File: src/rtl/fifo_bram_pkg.sv
package fifo_bram_pkg;

    // Which source drives the head word on the read port.
    typedef enum logic {
        HEAD_FROM_RAM    = 1'b0,
        HEAD_FROM_BYPASS = 1'b1
    } head_src_e;

endpackage

File: src/rtl/fifo_bram_mem.sv
// Simple dual-port storage with a registered read port.
// A read of the address being written in the same edge returns the old word.
module fifo_bram_mem #(
    parameter int DW = 8,
    parameter int LG = 8
) (
    input  logic          clk,
    input  logic          we,
    input  logic [LG-1:0] waddr,
    input  logic [DW-1:0] wdata,
    input  logic [LG-1:0] raddr,
    output logic [DW-1:0] rdata
);
    localparam int DEPTH = 1 << LG;

    logic [DW-1:0] store [DEPTH];
    logic [DW-1:0] rdata_q;

    always_ff @(posedge clk) begin
        if (we) begin
            store[waddr] <= wdata;
        end
        rdata_q <= store[raddr];
    end

    assign rdata = rdata_q;

endmodule

File: src/rtl/fifo_bram_ctrl.sv
// Pointer, flag and bypass control for the show-ahead queue.
module fifo_bram_ctrl
    import fifo_bram_pkg::*;
#(
    parameter int DW = 8,
    parameter int LG = 8
) (
    input  logic          clk,
    input  logic          rst,
    input  logic          wr_en,
    input  logic [DW-1:0] wr_data,
    input  logic          rd_en,
    output logic          ram_we,
    output logic [LG-1:0] ram_waddr,
    output logic [LG-1:0] ram_raddr,
    output logic [DW-1:0] byp_data,
    output head_src_e     head_src,
    output logic [LG:0]   level,
    output logic          empty,
    output logic          full
);
    localparam logic [LG:0] LEVEL_FULL = {1'b1, {LG{1'b0}}};
    localparam logic [LG:0] LEVEL_ONE  = (LG+1)'(1);

    typedef struct packed {
        logic [LG:0]   wptr;
        logic [LG:0]   rptr;
        logic          byp_vld;
        logic [DW-1:0] byp_word;
    } ctrl_state_t;

    ctrl_state_t st_d, st_q;
    logic        push_ok, pop_ok;

    // Status derived from the registered pointers only.
    assign level = st_q.wptr - st_q.rptr;
    assign empty = (level == '0);
    assign full  = (level == LEVEL_FULL);

    assign push_ok = wr_en && !full;
    assign pop_ok  = rd_en && !empty;

    always_comb begin
        st_d = st_q;
        if (push_ok) begin
            st_d.wptr = st_q.wptr + 1'b1;
        end
        if (pop_ok) begin
            st_d.rptr = st_q.rptr + 1'b1;
        end
        // The bypass copy follows the write bus on every edge.
        st_d.byp_word = wr_data;
        // The bypass holds the head only when the RAM cannot yet return it.
        st_d.byp_vld  = wr_en && (empty || (rd_en && level == LEVEL_ONE));
    end

    always_ff @(posedge clk) begin
        if (rst) begin
            st_q <= '0;
        end else begin
            st_q <= st_d;
        end
    end

    // Look-ahead address: step past the head when it is being popped.
    assign ram_raddr = st_q.rptr[LG-1:0] + LG'(pop_ok);
    assign ram_waddr = st_q.wptr[LG-1:0];
    assign ram_we    = push_ok;
    assign byp_data  = st_q.byp_word;
    assign head_src  = st_q.byp_vld ? HEAD_FROM_BYPASS : HEAD_FROM_RAM;

endmodule

File: src/rtl/fifo_bram_fwft.sv
module fifo_bram_fwft
    import fifo_bram_pkg::*;
#(
    parameter int DW = 8,
    parameter int LG = 8
) (
    input  logic          clk,
    input  logic          rst,
    input  logic          wr_en,
    input  logic [DW-1:0] wr_data,
    input  logic          rd_en,
    output logic [DW-1:0] rd_data,
    output logic          empty,
    output logic          full,
    output logic [LG:0]   level
);
    logic          ram_we;
    logic [LG-1:0] ram_waddr;
    logic [LG-1:0] ram_raddr;
    logic [DW-1:0] ram_rdata;
    logic [DW-1:0] byp_data;
    head_src_e     head_src;

    fifo_bram_ctrl #(.DW(DW), .LG(LG)) u_ctrl (
        .clk       (clk),
        .rst       (rst),
        .wr_en     (wr_en),
        .wr_data   (wr_data),
        .rd_en     (rd_en),
        .ram_we    (ram_we),
        .ram_waddr (ram_waddr),
        .ram_raddr (ram_raddr),
        .byp_data  (byp_data),
        .head_src  (head_src),
        .level     (level),
        .empty     (empty),
        .full      (full)
    );

    fifo_bram_mem #(.DW(DW), .LG(LG)) u_mem (
        .clk   (clk),
        .we    (ram_we),
        .waddr (ram_waddr),
        .wdata (wr_data),
        .raddr (ram_raddr),
        .rdata (ram_rdata)
    );

    always_comb begin
        rd_data = (head_src == HEAD_FROM_BYPASS) ? byp_data : ram_rdata;
    end

endmodule

File: config.mk
export PLATFORM = sky130hd
export DESIGN_NAME = fifo_bram_fwft
export DESIGN_NICKNAME = d
export VERILOG_FILES = /design/src/rtl/fifo_bram_pkg.sv /design/src/rtl/fifo_bram_mem.sv /design/src/rtl/fifo_bram_ctrl.sv /design/src/rtl/fifo_bram_fwft.sv
export SDC_FILE = /design/constraint.sdc
export NUM_CORES = 2
export LEC_CHECK = 0
export BUFFER_PORTS_ARGS = -buffer_cell sky130_fd_sc_hd__buf_2
export CORE_AREA = 4 4 374 376
export CTS_BUF_LIST = sky130_fd_sc_hd__clkbuf_4
export DETAILED_ROUTE_END_ITERATION = 12
export DIE_AREA = 0 0 378 380
export PLACE_DENSITY = 0.75
export SLEW_MARGIN = 20
export SYNTH_ARGS = -nofsm -noshare
export SYNTH_HDL_FRONTEND = slang
export SYNTH_SLANG_ARGS = --single-unit
File: constraint.sdc
create_clock -name clk -period 7.52 [get_ports clk]
set_clock_uncertainty 0.15 [all_clocks]
set_input_delay 0.752 -clock clk [delete_from_list [all_inputs] [get_ports clk]]
set_output_delay 0.752 -clock clk [all_outputs]
set_load 0.02 [all_outputs]
==> out/results.tsv <==
stage	metric	value	unit
status	status	completed	
setup_path	critPathRequiredTime	8.51	ns
final_layout	fin_area	90100	um^2
global_routing	antenna_found_initial	8	
synth	yosysSeqAreaShare	76.5	%
clocking	clk_latency	1.32	ns
setup_path	arrival	7.94	ns
timing	rsz0062_at_grt	no	
synth	yosysMostFrequentCell	edfxtp_1	
floorplanning	core	137000	um^2
placement	port_buffers	30	
synth	synthAdderAreaFrac	0.255	%
floorplanning	ioPinCount	31	
timing	timing.setup.tns	0	ns
routing	drt-vias-per-instance	6.39	
timing	finalSetupViolations	0	
routing	dr.max_layer_used	met5	
floorplanning	die_area	144000	um^2
synth	synth_edf_count	2048	
clocking	cts_root_buffer	clkbuf_4	
global_routing	grt_overflow	0	
timing	slew_viol_final	0	
clocking	clkSlewWorstSetupHoldPaths	0.06	ns
job	drv_cap	0	
global_routing	grt_pass1_vias	44000	
synth	yosys-top-cells-area	edfxtp_1 76%, mux4_2 14%, nand2_1 2.5%	
synth	synthSimpleGateAreaFrac	6.67	%
power_and_ir_drop	peakVddDrop	0.000264	V
synth	synthCells	4202	
power_and_ir_drop	power_density	311	nW/um^2
routing	remaining_drc_errors	0	
routing	wl_met1	71.2	mm
synth	yosys-top-cells-count	2048 x edfxtp_1, 538 x nand2_1, 512 x mux4_2	
setup_path	crit_chain	inv_1 > ha_1 > fa_1 > nor2b_1 > o31ai_2 > nand4_1 > o311ai_2 > or4b_1 > o21ai_1 > inv_1 > ha_4 > buf_12 > buf_12 > buf_4 > mux4_2 > nand2_1 > nand3_1 > nand4_1 > o22ai_1 > or4_1	
floorplanning	die_y	380	um
synth	synth_async_sr_flop_share	0	%
final_layout	drive_gt1_share	29.4	%
setup_path	crit_buf_inv	5	
power_and_ir_drop	leakage	28.5	nW
routing	route.met3.wl	21.1	mm
setup_path	cpMaxStageDelayCell	or4b_1	
routing	drt_iter0_drc	5803	
floorplanning	fp-row-count	136	
setup_path	critPathMaxStageDelay	0.84	ns
placement	place.gp.congestion	0.897	
setup_path	cp-start-kind	flip-flop	
setup_path	worstSetupPathType	reg -> reg	
hold_path	holdCritPathClass	reg -> reg	
routing	routedWlPerCell	28.7	um
final_layout	nFillCells	8939	
setup_path	endpoint_kind	flip-flop	
timing	hold-worst-slack	0.363	ns
routing	wl_met2	93.8	mm
timing	fmax	144	MHz
synth	yosys.area.top_type_share	75.6	%
clocking	cts_buffer_depth	4	
placement	dpl_cell_area	83800	um^2
global_routing	grt_usage	27.4	%
clocking	ctsResizeCount	0	
routing	drtAntennaViolNets	0	
clocking	htree_num_levels	6	
clocking	cts_sinks	2083	
synth	synth_top_family_by_area	multiplexers	
setup_path	crit_family	simple AND/OR/NAND/NOR gates	
setup_path	cp_max_fo	24	
synth	synthMuxAreaShare	14.3	%
synth	ys_warn_count	0	
global_routing	grt_start_max_net_pins	186	
synth	yosys.cell_types.count	54	
final_layout	syn_to_final_growth	10.8	%
final_layout	final_cells	6740	
floorplanning	die_x	378	um
synth	syn_area_per_cell	19.4	um^2
timing	tightest_slew	1.23	ns
routing	wirelength	193	mm
routing	drtPass1Iterations	5	
timing	hold_violations	0	
synth	syn_nets	4230	
synth	synthFlopType	edfxtp_1	
synth	yosysTopAreaCell	edfxtp_1	
synth	synthXorXnorAreaFrac	0.248	%
timing	maxSlewHeadroom	18.1	%
placement	dp.cells	5864	
synth	synth-seq-cells	2083	
final_layout	final_nets	4644	
timing	period_share	92.5	%
placement	dp_hpwl	109	mm
synth	synth-compound-area-share	0.654	%
clocking	cts_made_buffers	532	
timing	min_period	6.95	ns
synth	syn_area	81300	um^2
routing	num_vias	43100	
global_routing	grt_pass1_wl	287	mm
floorplanning	start_util	59.4	%
clocking	cts_tree	done	
-- cells in the final DEF, fill, tap and decap left out, types with 20 or more instances in the layout --
| master | count |
|---|---|
| edfxtp_1 | 2048 |
| o22ai_1 | 32 |
| clkbuf_4 | 720 |
| buf_4 | 53 |
| buf_2 | 22 |
| nand2_1 | 538 |
| nand4_1 | 67 |
| nor2_1 | 256 |
| dfxtp_1 | 35 |
| mux4_2 | 512 |
| nand3_1 | 268 |
| buf_12 | 29 |
| nor2_2 | 20 |
| clkinv_1 | 89 |
-- kinds of logic after synthesis --
family | count (synthesis)
AOI/OAI and AO/OA | 77
xor gates and xnor gates | 23
adders and majority gates | 16
buffers and inverters | 261
DFF | 2083
muxes | 523
and+or+nand+nor | 1219
-- state kept, by name, indices dropped and copies added (netlist names) --
name / cells
u_mem.rdata: 8
u_ctrl.ram_waddr: 8
u_ctrl.byp_data: 8
u_ctrl.st_q: 11
u_mem.store: 2048
-- metrics by stage --
step / setup WS, ns / utilization, % / power, mW
6_report: 0.567 / 65.9 / 28.0
5_1_grt: 0.246 / 65.9 / 29.2
4_1_cts: 0.620 / 65.8 / 28.2
3_5_place_dp: 0.646 / 61.3 / 19.3
3_3_place_gp: 0.786 / 61.3 / 19.2
2_1_floorplan: 1.88 / - / 17.5
-- per-layer routing --
| layer | track usage, % | vias up |
|---|---|---|
| met5 | 0 | - |
| met4 | 11.4 | 2 |
| met3 | 7.66 | 403 |
| met2 | 42.1 | 2603 |
| met1 | 37.8 | 22100 |
| li1 | - | 18000 |
-- worst reg2reg max path, cell delays in order (launching register included) --
cell and delay, ns:
dfxtp_1 0.40, inv_1 0.11, ha_1 0.23, fa_1 0.41
nor2b_1 0.19, o31ai_2 0.12, nand4_1 0.12, o311ai_2 0.18
or4b_1 0.84, o21ai_1 0.70, inv_1 0.19, ha_4 0.54
buf_12 0.29, buf_12 0.26, buf_4 0.38, mux4_2 0.55
nand2_1 0.10, nand3_1 0.13, nand4_1 0.11, o22ai_1 0.22
or4_1 0.61
-- report_power, final --
part / total [mW] / internal [mW] / switching, mW
logic: 6.15 / 3.01 / 3.14
registers: 12.9 / 12.8 / 0.0702
clock network: 8.99 / 4.66 / 4.33
-- final timing paths --
path	start	end	slack [ns]	depth (start not counted)
worst max-delay path	u_ctrl.ram_waddr[0]$_SDFFE_PP0P_	u_mem.rdata[1]$_DFF_P_	0.57	20
worst min-delay path	u_ctrl.st_q[16]$_SDFFE_PP0P_	u_ctrl.st_q[16]$_SDFFE_PP0P_	0.36	2
worst max register to register	u_ctrl.ram_waddr[0]$_SDFFE_PP0P_	u_mem.rdata[1]$_DFF_P_	0.57	20
worst min register to register	u_ctrl.st_q[16]$_SDFFE_PP0P_	u_ctrl.st_q[16]$_SDFFE_PP0P_	0.36	2
-- cell type report --
cell class                 instances  area, um^2  share of cell area, %
sequential                      2083       62200                   69.0
multi-input combinational       1858       18100                   20.1
clock buffer                     720        5410                   6.00
tap                             1794        2240                   2.49
timing repair buffer             124        1330                   1.47
clock inverter                   134         727                  0.807
inverter                          17        63.8                 0.0708
antenna                           10        25.0                 0.0278
-- what timing repair did --
action / CTS / global route
buffers inserted: 0 / 0
endpoints found under the setup margin: 0 / 0
hold endpoints to repair: 747 / 0
hold buffers: 12 / 0
Power figures use the tool's default switching activity.
